## src/rtl/obus_pkg.sv

```systemverilog
package obus_pkg;
  localparam int NUM_EXT = 3;
  localparam int BYTE_W  = 8;

  typedef struct packed {
    logic               ramRead;
    logic               ramWrite;
    logic [NUM_EXT-1:0] extSel;
    logic               capRead;
    logic               capWrite;
  } busStrobe_t;
endpackage

```

## src/rtl/obus_ctrl.sv

```systemverilog
module obus_ctrl
  import obus_pkg::*;
#(
  parameter bit RAM_PRESENT = 1'b1,
  parameter bit EN_INIT     = 1'b0,
  parameter int ADDR_W      = 16
) (
  input  logic               clk,
  input  logic               rst,
  input  logic [ADDR_W-1:0]  addr,
  input  logic               rd,
  input  logic               wr,
  input  logic               ctlWr,
  input  logic               ctlData,
  input  logic [NUM_EXT-1:0] extValid,
  output logic               ramEn,
  output busStrobe_t         strb
);
  logic [2:0]         topBits;
  logic [1:0]         regionIdx;
  logic               rdEff;
  logic               inWin;
  logic               ramOk;
  logic [NUM_EXT-1:0] extSelV;

  assign topBits = addr[ADDR_W-1 -: 3];
  assign rdEff   = rd & ~wr;
  assign inWin   = (topBits == 3'b011);
  assign ramOk   = RAM_PRESENT & ramEn;

  always_comb begin
    if (topBits[2])            regionIdx = 2'd2;
    else if (topBits == 3'b000) regionIdx = 2'd0;
    else                       regionIdx = 2'd1;
  end

  for (genvar i = 0; i < NUM_EXT; i++) begin : g_sel
    assign extSelV[i] = rdEff & ~inWin & (regionIdx == 2'(i)) & extValid[i];
  end

  always_comb begin
    strb.ramRead  = rdEff & inWin & ramOk;
    strb.ramWrite = wr & inWin & ramOk;
    strb.extSel   = extSelV;
    strb.capRead  = rdEff;
    strb.capWrite = wr;
  end

  always_ff @(posedge clk) begin
    if (rst)        ramEn <= EN_INIT;
    else if (ctlWr) ramEn <= ctlData;
  end
endmodule

```

## src/rtl/obus_datapath.sv

```systemverilog
module obus_datapath
  import obus_pkg::*;
#(
  parameter bit RAM_PRESENT = 1'b1,
  parameter int RAM_AW      = 8
) (
  input  logic                      clk,
  input  logic                      rst,
  input  logic [RAM_AW-1:0]         ramIdx,
  input  logic [BYTE_W-1:0]         wdata,
  input  logic [NUM_EXT*BYTE_W-1:0] extData,
  input  busStrobe_t                strb,
  output logic [BYTE_W-1:0]         rdata
);
  localparam int RAM_DEPTH = 1 << RAM_AW;

  logic [BYTE_W-1:0] lastByte;
  logic [BYTE_W-1:0] ramQ;
  logic [BYTE_W-1:0] extQ;

  if (RAM_PRESENT) begin : g_ram
    logic [BYTE_W-1:0] mem [RAM_DEPTH];
    always_ff @(posedge clk) begin
      if (strb.ramWrite) mem[ramIdx] <= wdata;
    end
    assign ramQ = mem[ramIdx];
  end else begin : g_noram
    logic unusedIdx;
    assign unusedIdx = ^{ramIdx, strb.ramWrite};
    assign ramQ = '0;
  end

  always_comb begin
    extQ = '0;
    for (int i = 0; i < NUM_EXT; i++) begin
      if (strb.extSel[i]) extQ = extQ | extData[i*BYTE_W +: BYTE_W];
    end
  end

  always_comb begin
    if (strb.ramRead)      rdata = ramQ;
    else if (|strb.extSel) rdata = extQ;
    else                   rdata = lastByte;
  end

  always_ff @(posedge clk) begin
    if (rst)                lastByte <= '0;
    else if (strb.capWrite) lastByte <= wdata;
    else if (strb.capRead)  lastByte <= rdata;
  end
endmodule

```

## src/rtl/obus_decoder.sv

```systemverilog
module obus_decoder
  import obus_pkg::*;
#(
  parameter bit RAM_PRESENT = 1'b1,
  parameter bit EN_INIT     = 1'b0,
  parameter int RAM_AW      = 8,
  parameter int ADDR_W      = 16
) (
  input  logic                      clk,
  input  logic                      rst,
  input  logic [ADDR_W-1:0]         addr,
  input  logic                      rd,
  input  logic                      wr,
  input  logic [BYTE_W-1:0]         wdata,
  input  logic                      ctlWr,
  input  logic                      ctlData,
  input  logic [NUM_EXT*BYTE_W-1:0] extData,
  input  logic [NUM_EXT-1:0]        extValid,
  output logic [BYTE_W-1:0]         rdata
);
  busStrobe_t strb;
  logic       ramEn;

  obus_ctrl #(
    .RAM_PRESENT(RAM_PRESENT),
    .EN_INIT    (EN_INIT),
    .ADDR_W     (ADDR_W)
  ) u_ctrl (
    .clk     (clk),
    .rst     (rst),
    .addr    (addr),
    .rd      (rd),
    .wr      (wr),
    .ctlWr   (ctlWr),
    .ctlData (ctlData),
    .extValid(extValid),
    .ramEn   (ramEn),
    .strb    (strb)
  );

  obus_datapath #(
    .RAM_PRESENT(RAM_PRESENT),
    .RAM_AW     (RAM_AW)
  ) u_dp (
    .clk    (clk),
    .rst    (rst),
    .ramIdx (addr[RAM_AW-1:0]),
    .wdata  (wdata),
    .extData(extData),
    .strb   (strb),
    .rdata  (rdata)
  );
endmodule

```

## config.mk

```make
export PLATFORM = sky130hd
export DESIGN_NAME = obus_decoder
export DESIGN_NICKNAME = d
export VERILOG_FILES = /design/src/rtl/obus_pkg.sv /design/src/rtl/obus_ctrl.sv /design/src/rtl/obus_datapath.sv /design/src/rtl/obus_decoder.sv
export SDC_FILE = /design/constraint.sdc
export NUM_CORES = 2
export LEC_CHECK = 0
export ABC_CLOCK_PERIOD_IN_PS = 4200
export BUFFER_PORTS_ARGS = -buffer_cell sky130_fd_sc_hd__buf_2
export CAP_MARGIN = 5
export CORE_MARGIN = 5
export CORE_UTILIZATION = 40
export DETAILED_ROUTE_END_ITERATION = 12
export GPL_ROUTABILITY_DRIVEN = 1
export SLEW_MARGIN = 20
export SYNTH_ARGS = -nofsm -noshare
export SYNTH_HDL_FRONTEND = slang
export SYNTH_SLANG_ARGS = --single-unit
```

## constraint.sdc

```tcl
create_clock -name clk -period 4.2 [get_ports clk]
set_input_delay 0.63 -clock clk [delete_from_list [all_inputs] [get_ports clk]]
set_output_delay 0.63 -clock clk [all_outputs]
set_load 0.02 [all_outputs]
```

-- Word-level counts from Yosys, hierarchy flattened
Memory sizes are Yosys's and may differ from the RTL's.
Cells that the tools add are included.
- memories: 1
- register bits: 9
- input bits: 57
- output and inout bits: 8
- RAM bits: 2048
- logic and storage cells: 37
- reductions and logical operators: 4
- mux-type cells: 11
- equal/unequal tests: 3
- bitwise logic cells: 16
- memories (memory ; depth ; width ; read ports ; clocked after memory_dff ; wr ports ; RTL line ; source):
    u_dp.g_ram.mem ; 256 ; 8 ; 1 ; 0 ; 1 ; obus_datapath.sv:22 ; logic [BYTE_W-1:0] mem [RAM_DEPTH];
- operators with widths (operator ; count):
    2-to-1 mux 8 bit ; 7
    OR 8 bit ; 2
    bitwise AND 1 bit ; 12
    == test 3 x 2 -> 1 bit (second input constant) ; 1
    logical NOT 3 bit ; 1
    2-to-1 mux 1 bit ; 3
    OR reduction 3 bit ; 1
    == test 2 x 1 -> 1 bit (second input constant) ; 1
    == test 2 bit (second input constant) ; 1
    logical NOT 2 bit ; 1
    2-to-1 mux 2 bit ; 1
    NOT 1 bit ; 2
    nonzero test 2 bit ; 1

-- Depth between registers and ports, before layout
- word-level depth: 15
- gate-level depth with buffers: 13
- depth with buffers taken out: 8

-- Modules after synthesis
Synthesis repeated with hierarchy kept, for this count alone.
- cell total of the unflattened synthesis: 3818
- area, all modules: 80823.8 µm²
- by module, submodules not included (module ; instances ; area each (µm²) ; cells an instance ; seq. area each (µm²)):
    obus_datapath ; 1 ; 80698.6 ; 3803 ; 61659.1
    obus_ctrl ; 1 ; 125.1 ; 15 ; 20.0

-- Least setup slack after synthesis
No wires, ideal clock.
- kind: input-to-output
- from: input port addr[0]
- to: output port rdata[0]
- required time: 3.570 ns
- path slack: 0.700 ns
- cell stages on the path: 10
- arrival: 2.870 ns
- path buffers: 4
- cell sequence: buf_6 buf_6 buf_2 buf_4 mux4_2 a22oi_1 o211ai_1 a311oi_1 o22ai_1 or2_1
- word-level cells in the longest chain between the ends: 2
- RTL lines (element ; RTL line ; source):
    start, declared ; obus_decoder.sv:11 ; input logic [ADDR_W-1:0] addr,
    memory read (256 x 8 bit) ; - ;
    2-to-1 mux 8 bit ; obus_datapath.sv:41 ; if (strb.ramRead) rdata = ramQ;
    end, declared ; obus_decoder.sv:19 ; output logic [BYTE_W-1:0] rdata
Every way passes these cells.

-- Worst setup path in the final report
Ends and elaborated chain as after synthesis.

==> impl_metrics.ini <==
[detailed_routing]
num_vias = 40943
dr.max_layer_used = met5
drt-initial-drc-count = 4743
wl_per_cell_um = 30.3
drt-total-wl_um = 216000
met3_length_um = 16900
final_antenna_net_count = 0
vias_per_cell = 5.74
met1Wirelength_um = 85200
firstDrtPassIters = 5
dr_wl_met2_um = 104000
route.detailed.drc = 0

[die]
die_h_um = 456
initial_core_util_pct = 40.3
core-area_um2 = 198000
die_w_um = 456
std_cell_rows = 163
dieArea_um2 = 208000
ios = 65

[sta]
drv_slew = 0
period_share_pct = 99.5
hold_viol_final = 0
setup_viol = 0
fmax_mhz = 239
setup_tns_ns = 0
tightest_slew_ns = 1.03
setup_ws_ns = 0.0231
period_needed_ns = 4.18
maxSlewHeadroom_pct = 31.2
finClkSkew_ns = 0.0592

[clocking]
clk_latency_ns = 0.86
cts_tree = yes
htree_levels = 4
cts_buffer_depth = 3
clkTransAtPathRegs_ns = 0.06
numClockSinks = 2057
cts-root-buf = clkbuf_16
numCtsBuffers = 206

[synthesis]
synth_top_cell_area_share_pct = 77.2
synthSimpleGateAreaFrac_pct = 2.29
synth.area.top_cells = edfxtp_1 (77%), mux4_2 (15%), nor2_1 (1.4%), mux2i_1 (0.80%), a22oi_1 (0.75%)
syn_area_um2 = 79700
synth.avg_cell_area_um2 = 21.8
ys_seq_area_share_pct = 77.4
synth.mux.area_fraction_pct = 15.6
synth_edf_count = 2048
syn_nets = 3713
synth-main-ff-cell = edfxtp_1
ys_seq_elements = 2057
yosysWarnings = 0
synthAdderAreaFrac_pct = 0
async_flop_share_pct = 0
synth_top_family_by_area = multiplexers
synthXorXnorAreaFrac_pct = 0.0110
ys_types = 68
synth-compound-area-share_pct = 3.19
yosys.area.top_type = edfxtp_1
synth_cells = 3656

[power]
pwr-share-seq_pct = 51.4
p_per_area_nw_per_um2 = 461
p_sw_uw = 9380
internal_power_uw = 34500
pwr-share-comb_pct = 5.6
p_total_uw = 43900
switching_share_pct = 21.4
p_clk_share_pct = 42.9
vdd_ir_drop_max_uv = 502
p_leak_uw = 0.0306

[place]
gp_congestion = 0.960
port_buffers = 59
hpwl_um = 140000
pre_cts_ws_ns = -0.382

[global_route]
grt_max_degree = 141
grt-ovfl-total = 0
grt_usage_pct = 20.4
antenna_found_initial = 8
grt_pass1_wl_um = 307000
grt_pass1_vias = 41388

[run]
cap_viol_max_count = 0

[cells_and_area]
final_cell_mix = edfxtp_1 (2048), buf_4 (532), mux4_2 (518), nor2_1 (288), clkbuf_16 (211)
final_common_cell = edfxtp_1
final_layout_size_suffix_gt1_share_pct = 34.8
fillCellCount = 16152
num-nets-final = 4377
area_growth_pct = 19.6

[critical_path]
crit_type = in -> out
critPathLaunchType = input pin
reg2reg_slack_ns = 0.90
cp_max_fo = 12
crit_arrival_ns = 3.55
endpoint_kind = output port
crit_required_ns = 3.57

[run_status]
status = completed

[worst_hold_path]
hp-class = in -> reg
[timing repair]
item,CTS,global route
setup endpoints to repair,8,8
setup buffers,0,2
pin swaps,2,8
hold endpoints to repair,1,0
resized for setup,34,27
cloned,1,4
hold buffers,2,0
[cell families after synthesis]
| kind of cell | count (synthesis) |
|---|---|
| flip-flops | 2057 |
| AO/OA/AOI/OAI | 347 |
| AND/OR/NAND/NOR | 427 |
| multiplexers | 593 |
| XOR/XNOR | 1 |
| buffers and inverters | 231 |
[layout make-up]
class	instances	area, um2	share of cell area (%)
flip-flops and latches	2057	61700	64.7
multi-input cells	1368	17100	18.0
repair buffers	677	6140	6.44
clock buffers	258	5440	5.71
well taps	2640	3300	3.47
clock inverters	121	1560	1.63
inverters	10	37.5	0.0394
diodes	4	10.0	0.0105
[sequential cells by signal (all words and copies together) (netlist names)]
signal,count
u_ctrl.ramEn,1
u_dp.g_ram.mem,2048
u_dp.lastByte,8
[layer usage]
metal,vias up,track usage (%)
li1,16807,-
met1,21942,27.6
met2,1820,32.4
met3,372,4.15
met4,2,8.26
met5,-,0
[through the flow]
stage               instance area, um2  cells  hold WS, ns  util, %
floorplan                        79700   3656        0.461        -
global placement                 87800   6743        0.678     44.4
detailed placement               87800   6743        0.688     44.4
CTS                              95000   7125        0.130     48.0
global route                     95300   7132        0.180     48.2
finish                           95300   7135        0.223     48.2
[critical path, cell delays in order]
cell	delay, ns
buf_16	0.15
buf_12	0.17
buf_16	0.17
buf_4	0.14
mux4_2	0.38
o32ai_2	0.12
o31a_1	0.35
buf_12	0.15
or4_1	0.53
o22ai_2	0.20
or2_4	0.22
buf_12	0.11
buf_2	0.15
[power groups by stage]
stage | logic [uW] | registers, uW | clock network [uW]
after floorplan | 1090 | 23000 | 0
after global placement | 2390 | 23000 | 0
after detailed placement | 2410 | 23000 | 0
after CTS | 2450 | 22600 | 19200
after global routing | 2590 | 22600 | 20000
final | 2480 | 22600 | 18800
[worst paths after layout]
path                                                     from                               end  depth (start not counted)
worst min register to register  u_dp.lastByte[4]$_SDFFE_PP0P_     u_dp.lastByte[4]$_SDFFE_PP0P_                          2
worst max-delay path                                  addr[0]                          rdata[0]                         13
worst max register to register      u_ctrl.ramEn$_SDFFE_PP0P_  u_dp.g_ram.mem[119][5]$_DFFE_PP_                          8
worst min-delay path                                      rst         u_ctrl.ramEn$_SDFFE_PP0P_                          2
[Yosys cell counts, types with 8 or more instances]
library cell and n:
edfxtp_1 2048, mux4_2 518, nor2_1 292, clkbuf_1 93
a22oi_1 80, mux2i_1 64, buf_2 63, nand2_1 55
o22ai_1 49, a21oi_1 41, buf_4 37, a221oi_1 36
o21ai_0 26, a22o_1 25, buf_6 16, nand3_1 16
a221o_1 13, nand2b_1 12, buf_1 11, nor2b_1 11
mux2_2 10, dfxtp_1 9, o22a_1 9, inv_1 8
o211ai_1 8
Power figures use the tool's default switching activity.
